### src/rtl/adc_rd_pkg.sv
package adc_rd_pkg;

    typedef enum logic [2:0] {
        ST_IDLE,
        ST_CONV,
        ST_PREV_HI,
        ST_PREV_LO,
        ST_WAIT,
        ST_READ_HI,
        ST_READ_LO
    } rd_state_e;

    function automatic int unsigned max3(input int unsigned a, input int unsigned b,
                                         input int unsigned c);
        int unsigned m;
        m = (a > b) ? a : b;
        return (m > c) ? m : c;
    endfunction

endpackage

### src/rtl/adc_rd_timer.sv
module adc_rd_timer #(
    parameter int unsigned W = 8
) (
    input  logic         clk,
    input  logic         rst_n,
    input  logic         load_i,
    input  logic [W-1:0] val_i,
    output logic         zero_o
);

    logic [W-1:0] cnt_q;

    always_ff @(posedge clk or negedge rst_n) begin
        if (!rst_n) begin
            cnt_q <= '0;
        end else if (load_i) begin
            cnt_q <= val_i;
        end else if (cnt_q != '0) begin
            cnt_q <= cnt_q - 1'b1;
        end
    end

    assign zero_o = (cnt_q == '0);

endmodule

### src/rtl/adc_rd_window.sv
module adc_rd_window #(
    parameter int unsigned LIMIT = 12
) (
    input  logic clk,
    input  logic rst_n,
    input  logic clear_i,
    output logic open_o
);

    localparam int unsigned CW = $clog2(LIMIT + 1);

    logic [CW-1:0] age_q;

    always_ff @(posedge clk or negedge rst_n) begin
        if (!rst_n) begin
            age_q <= CW'(LIMIT);
        end else if (clear_i) begin
            age_q <= '0;
        end else if (age_q < CW'(LIMIT)) begin
            age_q <= age_q + 1'b1;
        end
    end

    assign open_o = (age_q < CW'(LIMIT));

endmodule

### src/rtl/adc_rd_assembler.sv
module adc_rd_assembler (
    input  logic        clk,
    input  logic        rst_n,
    input  logic        cap_hi_i,
    input  logic        cap_lo_i,
    input  logic        is_prev_i,
    input  logic [7:0]  data_i,
    output logic [15:0] word_o,
    output logic        valid_o,
    output logic        prev_o
);

    logic [7:0] hi_q;

    always_ff @(posedge clk or negedge rst_n) begin
        if (!rst_n) begin
            hi_q    <= '0;
            word_o  <= '0;
            valid_o <= 1'b0;
            prev_o  <= 1'b0;
        end else begin
            valid_o <= 1'b0;
            if (cap_hi_i) begin
                hi_q <= data_i;
            end
            if (cap_lo_i) begin
                word_o  <= {hi_q, data_i};
                valid_o <= 1'b1;
                prev_o  <= is_prev_i;
            end
        end
    end

endmodule

### src/rtl/adc_byte_reader.sv
module adc_byte_reader
    import adc_rd_pkg::*;
#(
    parameter int unsigned PULSE_CYC   = 3,
    parameter int unsigned SETTLE_CYC  = 2,
    parameter int unsigned WINDOW_CYC  = 12,
    parameter int unsigned TIMEOUT_CYC = 64,
    parameter int unsigned SYNC_STAGES = 2
) (
    input  logic        clk,
    input  logic        rst_n,
    input  logic        start_i,
    input  logic        prev_i,
    output logic        cs_n_o,
    output logic        rc_o,
    output logic        byte_sel_o,
    output logic        ext_int_o,
    output logic        dclk_o,
    input  logic        busy_i,
    input  logic [7:0]  data_i,
    output logic [15:0] word_o,
    output logic        valid_o,
    output logic        prev_flag_o,
    output logic        err_o
);

    localparam int unsigned LOAD_MAX = max3(PULSE_CYC, SETTLE_CYC + 1, TIMEOUT_CYC);
    localparam int unsigned TW       = $clog2(LOAD_MAX + 1);

    rd_state_e      state_q, state_n;
    logic [TW-1:0]  load_val;
    logic           t_zero, win_open;
    logic           accept, cap_hi, cap_lo, timeout_hit;
    logic           prev_q, have_q, done_q, err_q;
    logic           busy_s, busy_q, busy_rise, done_any;
    logic [SYNC_STAGES-1:0] sync_q;

    // busy synchronizer
    for (genvar g = 0; g < SYNC_STAGES; g++) begin : g_sync
        if (g == 0) begin : g_first
            always_ff @(posedge clk or negedge rst_n) begin
                if (!rst_n) sync_q[0] <= 1'b1;
                else        sync_q[0] <= busy_i;
            end
        end else begin : g_next
            always_ff @(posedge clk or negedge rst_n) begin
                if (!rst_n) sync_q[g] <= 1'b1;
                else        sync_q[g] <= sync_q[g-1];
            end
        end
    end

    assign busy_s    = sync_q[SYNC_STAGES-1];
    assign busy_rise = busy_s & ~busy_q;
    assign done_any  = done_q | busy_rise;

    // state register
    always_ff @(posedge clk or negedge rst_n) begin
        if (!rst_n) state_q <= ST_IDLE;
        else        state_q <= state_n;
    end

    // next state and sample strobes
    always_comb begin
        state_n     = state_q;
        accept      = 1'b0;
        cap_hi      = 1'b0;
        cap_lo      = 1'b0;
        timeout_hit = 1'b0;
        unique case (state_q)
            ST_IDLE: begin
                if (start_i) begin
                    accept  = 1'b1;
                    state_n = ST_CONV;
                end
            end
            ST_CONV: begin
                if (t_zero) begin
                    if (done_any)              state_n = ST_READ_HI;
                    else if (prev_q && have_q) state_n = ST_PREV_HI;
                    else                       state_n = ST_WAIT;
                end
            end
            ST_PREV_HI: begin
                if (done_any) begin
                    state_n = ST_READ_HI;
                end else if (t_zero) begin
                    if (win_open) begin
                        cap_hi  = 1'b1;
                        state_n = ST_PREV_LO;
                    end else begin
                        state_n = ST_WAIT;
                    end
                end
            end
            ST_PREV_LO: begin
                if (done_any) begin
                    state_n = ST_READ_HI;
                end else if (t_zero) begin
                    cap_lo  = win_open;
                    state_n = ST_WAIT;
                end
            end
            ST_WAIT: begin
                if (done_any) begin
                    state_n = ST_READ_HI;
                end else if (t_zero) begin
                    timeout_hit = 1'b1;
                    state_n     = ST_IDLE;
                end
            end
            ST_READ_HI: begin
                if (t_zero) begin
                    cap_hi  = 1'b1;
                    state_n = ST_READ_LO;
                end
            end
            ST_READ_LO: begin
                if (t_zero) begin
                    cap_lo  = 1'b1;
                    state_n = ST_IDLE;
                end
            end
            default: state_n = ST_IDLE;
        endcase
    end

    // reload value for the state being entered
    always_comb begin
        unique case (state_n)
            ST_IDLE: load_val = '0;
            ST_CONV: load_val = TW'(PULSE_CYC - 1);
            ST_WAIT: load_val = TW'(TIMEOUT_CYC - 1);
            default: load_val = TW'(SETTLE_CYC);
        endcase
    end

    // converter control lines
    always_comb begin
        cs_n_o     = 1'b1;
        rc_o       = 1'b1;
        byte_sel_o = 1'b0;
        unique case (state_q)
            ST_CONV: begin
                cs_n_o = 1'b0;
                rc_o   = 1'b0;
            end
            ST_PREV_HI, ST_READ_HI: cs_n_o = 1'b0;
            ST_PREV_LO, ST_READ_LO: begin
                cs_n_o     = 1'b0;
                byte_sel_o = 1'b1;
            end
            default: ;
        endcase
    end

    // control flags
    always_ff @(posedge clk or negedge rst_n) begin
        if (!rst_n) begin
            busy_q <= 1'b1;
            prev_q <= 1'b0;
            have_q <= 1'b0;
            done_q <= 1'b0;
            err_q  <= 1'b0;
        end else begin
            busy_q <= busy_s;
            if (accept) begin
                prev_q <= prev_i;
                done_q <= 1'b0;
                err_q  <= 1'b0;
            end else begin
                if (busy_rise && state_q != ST_IDLE) done_q <= 1'b1;
                if (timeout_hit)                     err_q  <= 1'b1;
            end
            if (cap_lo && state_q == ST_READ_LO) have_q <= 1'b1;
        end
    end

    assign err_o     = err_q;
    assign ext_int_o = 1'b1;
    assign dclk_o    = 1'b0;

    adc_rd_timer #(.W(TW)) timer_i (
        .clk    (clk),
        .rst_n  (rst_n),
        .load_i (state_n != state_q),
        .val_i  (load_val),
        .zero_o (t_zero)
    );

    adc_rd_window #(.LIMIT(WINDOW_CYC)) window_i (
        .clk     (clk),
        .rst_n   (rst_n),
        .clear_i (accept),
        .open_o  (win_open)
    );

    adc_rd_assembler asm_i (
        .clk       (clk),
        .rst_n     (rst_n),
        .cap_hi_i  (cap_hi),
        .cap_lo_i  (cap_lo),
        .is_prev_i (state_q == ST_PREV_LO),
        .data_i    (data_i),
        .word_o    (word_o),
        .valid_o   (valid_o),
        .prev_o    (prev_flag_o)
    );

endmodule

### config.mk
export PLATFORM = sky130hd
export DESIGN_NAME = adc_byte_reader
export DESIGN_NICKNAME = d
export VERILOG_FILES = /design/src/rtl/adc_rd_pkg.sv /design/src/rtl/adc_rd_timer.sv /design/src/rtl/adc_rd_window.sv /design/src/rtl/adc_rd_assembler.sv /design/src/rtl/adc_byte_reader.sv
export SDC_FILE = /design/constraint.sdc
export NUM_CORES = 1
export LEC_CHECK = 0
export BUFFER_PORTS_ARGS = -buffer_cell sky130_fd_sc_hd__buf_2
export CAP_MARGIN = 20
export CORE_MARGIN = 4
export CORE_UTILIZATION = 25
export CTS_CLUSTER_DIAMETER = 50
export CTS_CLUSTER_SIZE = 40
export DETAILED_ROUTE_END_ITERATION = 7
export PLACE_DENSITY_LB_ADDON = 0.15
export SLEW_MARGIN = 10
export SYNTH_ARGS = -nofsm -noshare
export SYNTH_HDL_FRONTEND = slang
export SYNTH_SLANG_ARGS = --single-unit
### constraint.sdc
create_clock -name clk -period 5.5 [get_ports clk]
set_clock_uncertainty 0.15 [all_clocks]
set_input_delay 1.375 -clock clk [delete_from_list [all_inputs] [get_ports clk]]
set_output_delay 1.375 -clock clk [all_outputs]
set_load 0.005 [all_outputs]
Word-level counts from Yosys, hierarchy flattened
Cells that the tools add are included.

$lt $le $gt $ge: 1. Reductions and logical operators: 14. $add $sub $neg: 2. Equality and inequality tests: 8. Mux-type cells: 38. Bitwise logic cells: 3.

Operators by type and width (number): 3-bit 2-to-1 mux (12); 3-bit case mux with 7 select lines (1); 1-bit 2-to-1 mux (18); 7-bit 2-to-1 mux (2); 3-bit == test, second input constant (4); 6-bit case mux with 2 select lines (1); 4-bit 2-to-1 mux (2); 2-bit nonzero test (4); 7-bit logical NOT (1); 7-bit nonzero test (1); 7-bit by 1-bit subtractor with 7-bit output, second input constant (1); 3-bit by 2-bit == test with 1-bit output, second input constant (2); 3-bit logical NOT (2); 5-bit OR reduction (1); 4-bit by 1-bit adder with 4-bit output, second input constant (1); 4-bit less-than comparator, second input constant (1); 1-bit case mux with 2 select lines (2); 3-bit by 1-bit == test with 1-bit output, second input constant (1); 1-bit logical AND (3); 3-bit inequality test (1); 3-bit nonzero test (1); 2-bit OR reduction (1); 1-bit AND (1); 1-bit inverter (1); 1-bit OR (1).

Word-level logic and storage cells: 80. Register bits after elaboration: 47. Bits of input ports: 13.

Longest topological paths before layout
Gate-level depths: netlist (run 1).

Depth after elaboration: 9. Depth in mapped cells: 10. Gate-level depth less buffers: 9.

Cells and area by module
From an unflattened synthesis (run 1), not the netlist that was laid out.

Cell total of the unflattened synthesis: 205. Area, all modules: 2344.7 um^2.

By module, submodules not included: adc_rd_assembler (area each 1006.0 um^2, seq. area each 650.6 um^2, instances 1, cells an instance 54); adc_byte_reader (area each 709.4 um^2, seq. area each 254.0 um^2, instances 1, cells an instance 90); adc_rd_timer (area each 434.2 um^2, seq. area each 175.2 um^2, instances 1, cells an instance 43); adc_rd_window (area each 195.2 um^2, seq. area each 102.6 um^2, instances 1, cells an instance 18).

Worst setup path before layout (run 1)
Ideal clock, no wire load.

Path kind: input to register. Start: input port start_i. End: register timer_i.cnt_q[2]. Arrival: 2453 ps. Path buffers: 1. Cell stages on the path: 7. Path slack: 2802 ps. Cells stage by stage: and2_1 -> clkbuf_1 -> o221ai_1 -> o21ai_2 -> xnor2_1 -> nand3_2 -> o31ai_1.

Longest elaborated chain between the ends: 5. Elaborated cells on any way between the ends: 8. Those cells by class: 2 x eq/ne; 4 x mux; 2 x reduce/logical.

RTL lines: start: declaration (line adc_byte_reader.sv:12) `input logic start_i,`; 3-bit 2-to-1 mux (*) (line adc_byte_reader.sv:72) `if (start_i) begin`; 3-bit case mux with 7 select lines (*) (line adc_byte_reader.sv:70) `unique case (state_q)`; via state_n[0] (line adc_byte_reader.sv:30) `rd_state_e state_q, state_n;`; 3-bit == test / 3-bit logical NOT (equally long branches) (line adc_byte_reader.sv:130) `unique case (state_n)`; 6-bit case mux with 2 select lines (line adc_byte_reader.sv:130); 7-bit 2-to-1 mux (line adc_rd_timer.sv:16) `end else if (load_i) begin`; end signal: assignment (line adc_rd_timer.sv:17) `cnt_q <= val_i;`; end signal: assignment (line adc_rd_timer.sv:19) `cnt_q <= cnt_q - 1'b1;`; end: declaration (line adc_rd_timer.sv:11) `logic [W-1:0] cnt_q;`.

The timed path passes the listed nets; every way through them passes the cells marked *. A chain may end at the register's enable or synchronous reset.

Worst setup path after layout (run 1)
Start: register state_q[0]. End: output port cs_n_o.

Longest elaborated chain between the ends: 3. Elaborated cells on any way between the ends: 7. Those cells by class: 5 x eq/ne; 1 x mux; 1 x reduce/logical.

RTL lines: start: declaration (line adc_byte_reader.sv:30); start signal: assignment (line adc_byte_reader.sv:60) `else state_q <= state_n;`; 3-bit == test, or another cell as far along (line adc_byte_reader.sv:143) `unique case (state_q)`; 5-bit OR reduction (no source line) (*); 1-bit 2-to-1 mux (*) (line adc_byte_reader.sv:143); end: declaration (line adc_byte_reader.sv:14) `output logic cs_n_o,`.

Mark *: on every way between the ends. The rest lies on a longest branch, timed or not.

==> results.py, run 1 <==
metrics = {
    "global_routing": {
        "grt_pass1_wl_um": 8390,
        "grt_antenna_before_repair": 0,
        "met3_usage_pct": 3.52,
        "grt_usage_pct": 10.2,
        "grtUsageMet1_pct": 14.2,
        "grtUsageMet2_pct": 14.7,
        "grt.overflow.total": 0,
        "grt-busiest-layer": "met2",
        "grt_pass1_vias": 1617,
        "grt_max_degree": 48,
    },
    "placed_design": {
        "portBuffers": 34,
        "place_area_mm2": 0.00253,
        "placed_cells": 332,
        "post-place-ws_ps": 2550,
        "dpl.hpwl_um": 3400,
        "globalplace.congestion": 0.741,
    },
    "detailed_routing": {
        "via_count": 1565,
        "drtAntennaViolNets": 0,
        "drt_iter0_drc": 69,
        "drcViolationCount": 0,
        "viasPerCell": 4.60,
        "wirelength_um": 4860,
        "drt_pass1_iterations": 4,
        "wl_per_cell_um": 14.3,
    },
    "die": {
        "start_util_pct": 25.8,
        "die_w_um": 103,
        "dieHeight_um": 103,
        "io_pins": 37,
        "fp.dieArea_mm2": 0.0106,
        "core_mm2": 0.00876,
        "row_count": 34,
    },
    "yosys": {
        "synth-compound-area-share_pct": 11.4,
        "synth_top_family_by_area": "simple AND/OR/NAND/NOR gates",
        "yosysTopAreaCell": "dfrtp_1",
        "yosys.area_share.adder_pct": 3.32,
        "synthSimpleGateAreaFrac_pct": 13.8,
        "synthArstFlopShare_pct": 100,
        "synth-seq-cells": 47,
        "synth_nets": 215,
        "synth_edf_count": 0,
        "yosysUniqueCellTypes": 49,
        "yosys.area_share.xor_xnor_pct": 3.10,
        "syn_avg_cell_area_um2": 11.5,
        "synth.area.mux_share_pct": 12.9,
        "syn_inst": 196,
        "synthFlopType": "dfrtp_1",
        "yosysSeqAreaShare_pct": 52.3,
        "synth.cell_area_mm2": 0.00226,
        "ys.warnings.count": 0,
        "synthTopCellsByArea": "dfrtp_1 (46%), mux2_1 (12%), dfstp_2 (5.8%)",
        "yosysTopAreaCellShare_pct": 46.5,
    },
    "setup_path": {
        "max_stage_delay_ps": 480,
        "cp.arrival_ps": 1600,
        "endpoint_kind": "output pin",
        "critPathSlowestCell": "dfrtp_1",
        "required_ps": 3970,
        "cp-startpoint": "state_q[0]$_DFF_PN0_",
        "cp.buffers_inverters": 1,
        "cpLargestDelayFamily": "flip-flops",
        "start_kind": "register",
        "worstPathMaxFanout": 6,
        "r2r_slack_ps": 2740,
        "r2r_start": "timer_i.cnt_q[0]$_DFFE_PN0P_",
        "cp_cell_sequence": "ha_1, nor2b_1, nor2_1, buf_2",
        "critical_path_class": "reg2out",
    },
    "layout": {
        "area_growth_pct": 18.0,
        "antenna_cells": 0,
        "layout.nets": 250,
        "mostFrequentLayoutCell": "dfrtp_1",
        "finalNonFillerCells": 340,
        "postLayoutCoreUtil_pct": 30.4,
        "fin_area_mm2": 0.00267,
        "drive_above_1_share_pct": 27.2,
        "final_cell_mix": "dfrtp_1 (42), buf_2 (34), mux2_1 (24)",
    },
    "run_status": {
        "status": "finished clean",
    },
    "timing": {
        "finalSetupViolCount": 0,
        "worst_pin_slew_ps": 866,
        "post-route-min-period_ps": 3130,
        "slew_headroom_pct": 41.9,
        "maxSlewViolCount": 0,
        "rsz0062_at_grt": "no",
        "final_hold_viol_count": 0,
        "period_share_pct": 56.8,
        "max_freq_ghz": 0.320,
        "setup_tns_ps": 0,
        "timing.final.ws_setup_ps": 2370,
    },
    "clock_tree": {
        "cts_setup_buffers": 0,
        "clk_pin_slew_ps": 90,
        "postCtsHoldBufs": 0,
        "clockRootBuffer": "clkbuf_8",
        "htreeDepth": 2,
        "cts_buffers": 5,
        "clock-sinks": 47,
        "cts_resized": 0,
        "cts_tree": "built",
        "cts_max_path_buffers": 2,
        "clk_latency_ps": 300,
    },
    "power_and_ir_drop": {
        "leakagePower_nw": 1.19,
        "peakVddDrop_mv": 0.185,
        "p_per_area_mw_per_mm2": 551,
    },
    "worst_hold_path": {
        "hold_path.class": "reg2reg",
        "worstHoldStart": "sync_q[0]$_DFF_PN1_",
    },
    "run": {
        "max_cap_viol_count": 0,
    },
}
-- cell usage after synthesis, types with 2 or more instances --
library cell and number:
nand3_2 2, ha_1 6, inv_1 6, nand2b_1 5
o31ai_1 4, o21ai_1 5, a21oi_1 9, nor3_1 2
a211o_1 2, nor2b_1 2, dfrtp_1 42, o221ai_1 2
clkbuf_1 3, nand3_1 4, a31oi_1 3, dfstp_2 5
conb_1 2, buf_4 3, nor2_1 13, xnor2_1 7
nand2_2 2, and2_1 2, mux2_1 24, nand2_1 16
-- registers in the layout (all words and copies together) (netlist names), 3 cells and up --
signal / count
timer_i.cnt_q: 7
asm_i.hi_q: 8
state_q: 3
window_i.age_q: 4
asm_i.word_o: 16
-- power by group --
group,total [mW],internal [mW],switching (mW)
clock,0.303,0.182,0.122
combinational,0.580,0.275,0.305
sequential,0.587,0.490,0.0969
total,1.47,0.946,0.524
-- per-layer routing --
layer,routed length (µm),vias up,part of all wire (%)
li1,-,750,-
met1,2370,772,49
met2,2110,37,43
met3,307,6,6.3
met4,72,0,1.5
met5,0,-,0
-- final timing paths --
| kind | to | cells past startpoint |
|---|---|---|
| setup / recovery | cs_n_o | 4 |
| hold / removal | busy_s$_DFF_PN1_ | 0 |
| setup reg to reg | timer_i.cnt_q[4]$_DFFE_PN0P_ | 9 |
| hold reg to reg | busy_s$_DFF_PN1_ | 0 |
| max in group asynchronous | asm_i.word_o[15]$_DFFE_PN0P_ | 2 |
| min in group asynchronous | timer_i.cnt_q[4]$_DFFE_PN0P_ | 2 |
-- metrics by stage --
stage | hold WS [ps] | total power, mW
floorplan | 195 | 0.995
global placement | 196 | 1.18
detailed placement | 197 | 1.18
CTS | 211 | 1.49
global route | 214 | 1.60
finish | 209 | 1.47
-- worst reg2reg max path: cells and delay by family (launching register included) --
| kind | cells | cell delay (ps) |
|---|---|---|
| AND/OR/NAND/NOR | 3 | 880 |
| AO/OA/AOI/OAI | 2 | 400 |
| multiplexers | 1 | 340 |
| XOR/XNOR | 1 | 210 |
| buffers and inverters | 1 | 80 |
| adder cells (fa/ha/maj) | 1 | 230 |
| flip-flops | 1 | 390 |
-- logic make-up (layout without fill, tap and decap cells) --
group | after synthesis | count (layout)
AND/OR/NAND/NOR | 57 | 57
flip-flops | 47 | 47
other | 2 | 2
adder cells (fa/ha/maj) | 6 | 6
XOR/XNOR | 8 | 8
AO/OA/AOI/OAI | 36 | 36
buffers and inverters | 14 | 50
multiplexers | 26 | 26
-- final cells by class --
class	count	area, µm²
Tap cell	108	135
Clock inverter	2	60.1
Clock buffer	6	72.6
Multi-Input combinational cell	135	1010
Sequential cell	47	1180
Fill cell	911	6100
Inverter	7	26.3
Timing Repair Buffer	35	178
Note: power is estimated with default switching activity, not from simulation.
==> inputs of run 2 (changes only) <==
==> constraint.sdc (replaced) <==
create_clock -name clk -period 3 [get_ports clk]
set_clock_uncertainty 0.15 [all_clocks]
set_input_delay 0.75 -clock clk [delete_from_list [all_inputs] [get_ports clk]]
set_output_delay 0.75 -clock clk [all_outputs]
set_load 0.005 [all_outputs]
==> run 2 against run 1 <==
Compared with the run above: worst hold slack worse by 3.4 ps; total power rose by 83%; sequential power rose by 84%; critical path depth rose by 5; worst setup slack got worse by 2100 ps; register-to-register slack worse by 2400 ps; cell area grew 0.70%; via count shrank 0.45%; critical endpoint is now timer_i.cnt_q[3]$_DFFE_PN0P_; largest power group unchanged; sequential cell count stayed put; global-route usage shrank 0.44 points; clock-buffer cell count down 1; die area stayed put.
==> results.py, run 2 (synthesis results as in run 1) <==
metrics = {
    "setup_path": {
        "cp.buffers_inverters": 1,
        "cp.arrival_ps": 2730,
        "endpoint_kind": "register",
        "worstPathMaxFanout": 8,
        "cp_cell_sequence": "inv_1, ha_1, nor4b_4, nand2_2, a32o_2, a211oi_4, xnor2_1, nand3_2, o31ai_1",
        "worstRegToRegCells": 9,
        "r2r_start": "timer_i.cnt_q[0]$_DFFE_PN0P_",
        "cpLargestDelayFamily": "compound AO/OA/AOI/OAI gates",
        "r2r_end": "timer_i.cnt_q[3]$_DFFE_PN0P_",
        "r2r_slack_ps": 320,
        "start_kind": "register",
        "max_stage_delay_ps": 390,
        "critPathSlowestCell": "dfrtp_1",
        "critical_path_class": "reg2reg",
        "required_ps": 3060,
    },
    "power_and_ir_drop": {
        "leakagePower_nw": 1.20,
        "p_per_area_mw_per_mm2": 1000,
        "peakVddDrop_mv": 0.408,
    },
    "clock_tree": {
        "cts_resized": 0,
        "postCtsHoldBufs": 0,
        "cts_setup_buffers": 0,
        "cts_max_path_buffers": 2,
        "htreeDepth": 2,
        "cts_buffers": 5,
        "clock-sinks": 47,
        "cts_tree": "built",
        "clk_pin_slew_ps": 90,
        "clk_latency_ps": 300,
        "clockRootBuffer": "clkbuf_8",
    },
    "placed_design": {
        "dpl.hpwl_um": 3540,
        "post-place-ws_ps": 306,
        "globalplace.congestion": 0.855,
        "portBuffers": 34,
        "place_area_mm2": 0.00255,
        "placed_cells": 334,
    },
    "timing": {
        "setup_tns_ps": 0,
        "rsz0062_at_grt": "no",
        "worst_pin_slew_ps": 847,
        "finalSetupViolCount": 0,
        "post-route-min-period_ps": 2680,
        "hold_ws_ps": 205,
        "maxSlewViolCount": 0,
        "final_hold_viol_count": 0,
        "max_freq_ghz": 0.374,
        "timing.final.ws_setup_ps": 323,
        "period_share_pct": 89.2,
        "slew_headroom_pct": 43.2,
    },
    "layout": {
        "fin_area_mm2": 0.00269,
        "mostFrequentLayoutCell": "dfrtp_1",
        "regMostFlops": "asm_i.word_o",
        "drive_above_1_share_pct": 28.2,
        "largest_reg_flops": 16,
        "layout.nets": 252,
        "antenna_cells": 0,
        "area_growth_pct": 18.8,
        "n_fill_cell": 912,
        "final_cell_mix": "dfrtp_1 (42), buf_2 (34), mux2_1 (24)",
        "top_regs": "asm_i.word_o: 16 flops, asm_i.hi_q: 8 flops, timer_i.cnt_q: 7 flops",
        "finalNonFillerCells": 342,
    },
    "run": {
        "max_cap_viol_count": 0,
    },
    "worst_hold_path": {
        "hold-path-cell-count": 0,
        "hold_end": "busy_s$_DFF_PN1_",
        "worstHoldStart": "sync_q[0]$_DFF_PN1_",
        "hold_path.class": "reg2reg",
    },
    "global_routing": {
        "grt_usage_pct": 9.74,
        "grtUsageMet2_pct": 14.5,
        "met3_usage_pct": 2.71,
        "grt-busiest-layer": "met2",
        "grt.overflow.total": 0,
        "grt_antenna_before_repair": 0,
        "grtUsageMet1_pct": 13.7,
        "grt_max_degree": 27,
        "grt_pass1_wl_um": 7990,
        "grt_pass1_vias": 1570,
    },
    "die": {
        "row_count": 34,
        "core_mm2": 0.00876,
        "die_w_um": 103,
        "io_pins": 37,
        "start_util_pct": 25.8,
        "fp.dieArea_mm2": 0.0106,
        "dieHeight_um": 103,
    },
    "detailed_routing": {
        "drt_pass1_iterations": 4,
        "drtAntennaViolNets": 0,
        "wl_per_cell_um": 14.0,
        "drcViolationCount": 0,
        "drt_iter0_drc": 43,
        "wirelength_um": 4790,
        "via_count": 1558,
        "viasPerCell": 4.56,
    },
    "run_status": {
        "status": "finished clean",
    },
}
==> run 2: cell type report <==
| class | instances | area (µm²) | share of cell area (%) |
|---|---|---|---|
| Inverter | 7 | 26.3 | 0.978 |
| Clock buffer | 5 | 68.8 | 2.56 |
| Clock inverter | 3 | 67.6 | 2.52 |
| Sequential cell | 47 | 1180 | 44.0 |
| Timing Repair Buffer | 37 | 193 | 7.17 |
| Tap cell | 108 | 135 | 5.03 |
| Multi-Input combinational cell | 135 | 1010 | 37.7 |
==> run 2: where the power goes <==
part	total, mW	switching, mW	internal [mW]
clock network	0.548	0.215	0.332
registers	1.08	0.178	0.899
logic	1.06	0.554	0.511
total	2.69	0.947	1.74
==> run 2: per-layer routing <==
metal  vias to the layer above  share of wire (%)  routed length (µm)
li1                        753                  -                   -
met1                       754                 49                2360
met2                        47                 44                2110
met3                         4                5.6                 267
met4                         0                1.0                  48
met5                         -                  0                   0
==> run 2: worst reg2reg max path: stages (launching register included) <==
cell,delay (ps)
dfrtp_1,390
inv_1,90
ha_1,200
nor4b_4,340
nand2_2,210
a32o_2,330
a211oi_4,260
xnor2_1,170
nand3_2,180
o31ai_1,270
==> run 2: worst max-delay path by stage <==
stage	startpoint	slack [ps]	cells after the start	end
after global routing	timer_i.cnt_q[0]$_DFFE_PN0P_	100	9	timer_i.cnt_q[2]$_DFFE_PN0P_
final	timer_i.cnt_q[0]$_DFFE_PN0P_	320	9	timer_i.cnt_q[3]$_DFFE_PN0P_
after CTS	timer_i.cnt_q[0]$_DFFE_PN0P_	290	9	timer_i.cnt_q[3]$_DFFE_PN0P_
after detailed placement	timer_i.cnt_q[0]$_DFFE_PN0P_	310	9	timer_i.cnt_q[3]$_DFFE_PN0P_
after global placement	timer_i.cnt_q[0]$_DFFE_PN0P_	270	9	timer_i.cnt_q[4]$_DFFE_PN0P_
after floorplan	state_q[0]$_DFF_PN0_	560	10	timer_i.cnt_q[2]$_DFFE_PN0P_
==> run 2: stage by stage <==
step	utilization (%)	total power, mW
detailed placement	29.1	2.17
floorplan	-	1.82
finish	30.7	2.69
CTS	30.7	2.73
global route	30.7	2.91
global placement	29.1	2.19
==> inputs of run 3 (changes only) <==
--- a/config.mk
+++ b/config.mk
@@ -5,8 +5,10 @@
 export SDC_FILE = /design/constraint.sdc
 export NUM_CORES = 1
 export LEC_CHECK = 0
+export ABC_AREA = 1
 export BUFFER_PORTS_ARGS = -buffer_cell sky130_fd_sc_hd__buf_2
 export CAP_MARGIN = 20
+export CORE_ASPECT_RATIO = 0.75
 export CORE_MARGIN = 4
 export CORE_UTILIZATION = 25
 export CTS_CLUSTER_DIAMETER = 50
==> run 3 against run 2 <==
Compared with the run above: die area up 4.6%; global-route usage up 0.84 points; synthesized cell count up 42%; register-to-register slack better by 380 ps; sequential cell count unchanged; cell area up 5.6%; total power up 12%; sequential share of layout area down 2.3 points; worst setup slack better by 350 ps; utilization up 0.33 points; non-clock buffer count down 1; first-iteration DRC count up 140%; critical path type is now reg2out; largest cell class unchanged; largest power group is now combinational logic; highest routed layer unchanged.
==> results.py, run 3 <==
metrics = {
    "die": {
        "core_mm2": 0.00916,
        "start_util_pct": 25.9,
        "row_count": 30,
        "dieHeight_um": 92.3,
        "io_pins": 37,
        "die_w_um": 120,
        "fp.dieArea_mm2": 0.0111,
    },
    "layout": {
        "area_growth_pct": 19.7,
        "drive_above_1_share_pct": 23.6,
        "final_cell_mix": "nand2_1 (85), dfrtp_1 (42), buf_2 (34)",
        "largest_reg_flops": 16,
        "antenna_cells": 0,
        "mostFrequentLayoutCell": "nand2_1",
        "layout.nets": 336,
        "top_regs": "asm_i.word_o: 16 flops, asm_i.hi_q: 8 flops, timer_i.cnt_q: 7 flops",
        "postLayoutCoreUtil_pct": 31.0,
        "regMostFlops": "asm_i.word_o",
    },
    "clock_tree": {
        "clk_pin_slew_ps": 70,
        "clockRootBuffer": "clkbuf_16",
        "postCtsHoldBufs": 0,
        "cts_max_path_buffers": 2,
        "clk_latency_ps": 280,
        "clock-sinks": 47,
        "cts_resized": 0,
        "cts_tree": "built",
        "htreeDepth": 2,
        "cts_setup_buffers": 0,
        "cts_buffers": 5,
    },
    "yosys": {
        "synthMostInstantiatedCell": "nand2_1",
        "yosysTopAreaCellShare_pct": 44.4,
        "yosysTopAreaCell": "dfrtp_1",
        "yosysUniqueCellTypes": 29,
        "synthArstFlopShare_pct": 100,
        "ys.warnings.count": 0,
        "yosysSeqAreaShare_pct": 49.9,
        "synth.cell_area_mm2": 0.00237,
        "syn_avg_cell_area_um2": 8.49,
        "syn_inst": 279,
        "synth-seq-cells": 47,
        "synthFlopType": "dfrtp_1",
        "synth_nets": 298,
        "synthTopCellsByArea": "dfrtp_1 (44%), nand2_1 (13%), dfstp_2 (5.5%)",
        "synth_edf_count": 0,
        "synth_common_cells": "nand2_1 (85), dfrtp_1 (42), inv_1 (33), o21ai_0 (21), nor2_1 (12)",
    },
    "setup_path": {
        "start_kind": "register",
        "critical_path_class": "reg2out",
        "cp.arrival_ps": 1430,
        "cp-startpoint": "state_q[0]$_DFF_PN0_",
        "worstPathMaxFanout": 6,
        "required_ps": 2100,
        "r2r_start": "timer_i.cnt_q[0]$_DFFE_PN0P_",
        "endpoint_kind": "output pin",
    },
    "timing": {
        "worst_pin_slew_ps": 656,
        "slew_headroom_pct": 56.3,
        "max_freq_ghz": 0.429,
        "post-route-min-period_ps": 2330,
        "maxSlewViolCount": 0,
        "period_share_pct": 77.7,
        "final_hold_viol_count": 0,
        "setup_tns_ps": 0,
        "finalSetupViolCount": 0,
        "rsz0062_at_grt": "no",
    },
    "run_status": {
        "status": "finished clean",
    },
    "detailed_routing": {
        "wl_per_cell_um": 12.2,
        "wirelength_um": 5420,
        "drtAntennaViolNets": 0,
        "viasPerCell": 4.16,
        "drt_iter0_drc": 103,
        "drcViolationCount": 0,
        "via_count": 1856,
        "drt_pass1_iterations": 4,
    },
    "power_and_ir_drop": {
        "p_int_mw": 1.72,
        "combPwrFrac_pct": 46.7,
        "p_seq_share_pct": 34.2,
        "power.switching_mw": 1.29,
        "p_per_area_mw_per_mm2": 1060,
        "switching_share_pct": 42.9,
        "peakVddDrop_mv": 0.427,
        "total_power_mw": 3.02,
        "clkPwrFrac_pct": 19.1,
        "leakagePower_nw": 1.44,
    },
    "global_routing": {
        "grt_pass1_vias": 1994,
        "grt_antenna_before_repair": 0,
        "grt_max_degree": 30,
        "grt_usage_pct": 10.6,
        "grt_pass1_wl_um": 9580,
        "grt.overflow.total": 0,
    },
    "placed_design": {
        "globalplace.congestion": 0.801,
        "dpl.hpwl_um": 4080,
        "portBuffers": 34,
    },
    "run": {
        "max_cap_viol_count": 0,
    },
    "worst_hold_path": {
        "hold_path.class": "reg2reg",
        "worstHoldStart": "sync_q[0]$_DFF_PN1_",
    },
}
run 3: worst max-delay path, stage by stage, from the launching register on:
cell and delay, ps:
dfrtp_1 440, inv_1 110, ha_1 260, nand2_1 160, nand2_1 70, buf_2 120
run 3: layer usage:
| layer | global-route usage (%) | part of all wire [%] | wire [µm] | vias to the layer above |
|---|---|---|---|---|
| met4 | 2.17 | 0.44 | 24 | 0 |
| met5 | 0 | 0 | 0 | - |
| li1 | - | - | - | 950 |
| met1 | 15.2 | 54 | 2910 | 862 |
| met3 | 3.66 | 6.5 | 355 | 2 |
| met2 | 15.3 | 39 | 2130 | 42 |
run 3: power by group through the flow:
stage          combinational [mW]  sequential [mW]  clock, mW
2_1_floorplan                1.05             1.02          0
3_3_place_gp                 1.43             1.04          0
3_5_place_dp                 1.43             1.04          0
4_1_cts                      1.43             1.03      0.594
5_1_grt                      1.64             1.06      0.623
6_report                     1.41             1.03      0.576
run 3: kinds of logic (layout without fill, tap and decap cells):
| family | count (synthesis) | count (layout) | share of synthesized area, % |
|---|---|---|---|
| and+or+nand+nor | 137 | 137 | 28.9 |
| DFF | 47 | 47 | 49.9 |
| buffers and inverters | 43 | 82 | 7.29 |
| AOI/OAI and AO/OA | 38 | 38 | 8.24 |
| adders and majority gates | 6 | 6 | 3.17 |
| xor gates and xnor gates | 6 | 6 | 2.22 |
| other | 2 | 2 | 0.317 |
run 3: layout make-up:
type,count,area [µm²]
clock buffers,5,125
clock inverters,3,27.5
fillers,1011,6320
inverters,38,143
multi-input cells,189,1010
flip-flops and latches,47,1180
well taps,128,160
repair buffers,36,185
run 3: final timing paths:
path | to | slack [ps] | depth (start not counted)
setup reg to reg | timer_i.cnt_q[5]$_DFFE_PN0P_ | 700 | 13
min in group asynchronous | done_q$_DFFE_PN0P_ | 330 | 1
hold / removal | busy_s$_DFF_PN1_ | 210 | 0
hold reg to reg | busy_s$_DFF_PN1_ | 210 | 0
max in group asynchronous | timer_i.cnt_q[4]$_DFFE_PN0P_ | 1660 | 2
setup / recovery | byte_sel_o | 670 | 5
run 3: stage by stage:
step	cell area (µm²)	cells	hold slack [ps]	setup WS [ps]
global route	2840	446	216	460
floorplan	2370	279	195	989
global placement	2690	438	199	703
CTS	2840	446	212	669
detailed placement	2690	438	202	683
finish	2840	446	209	669
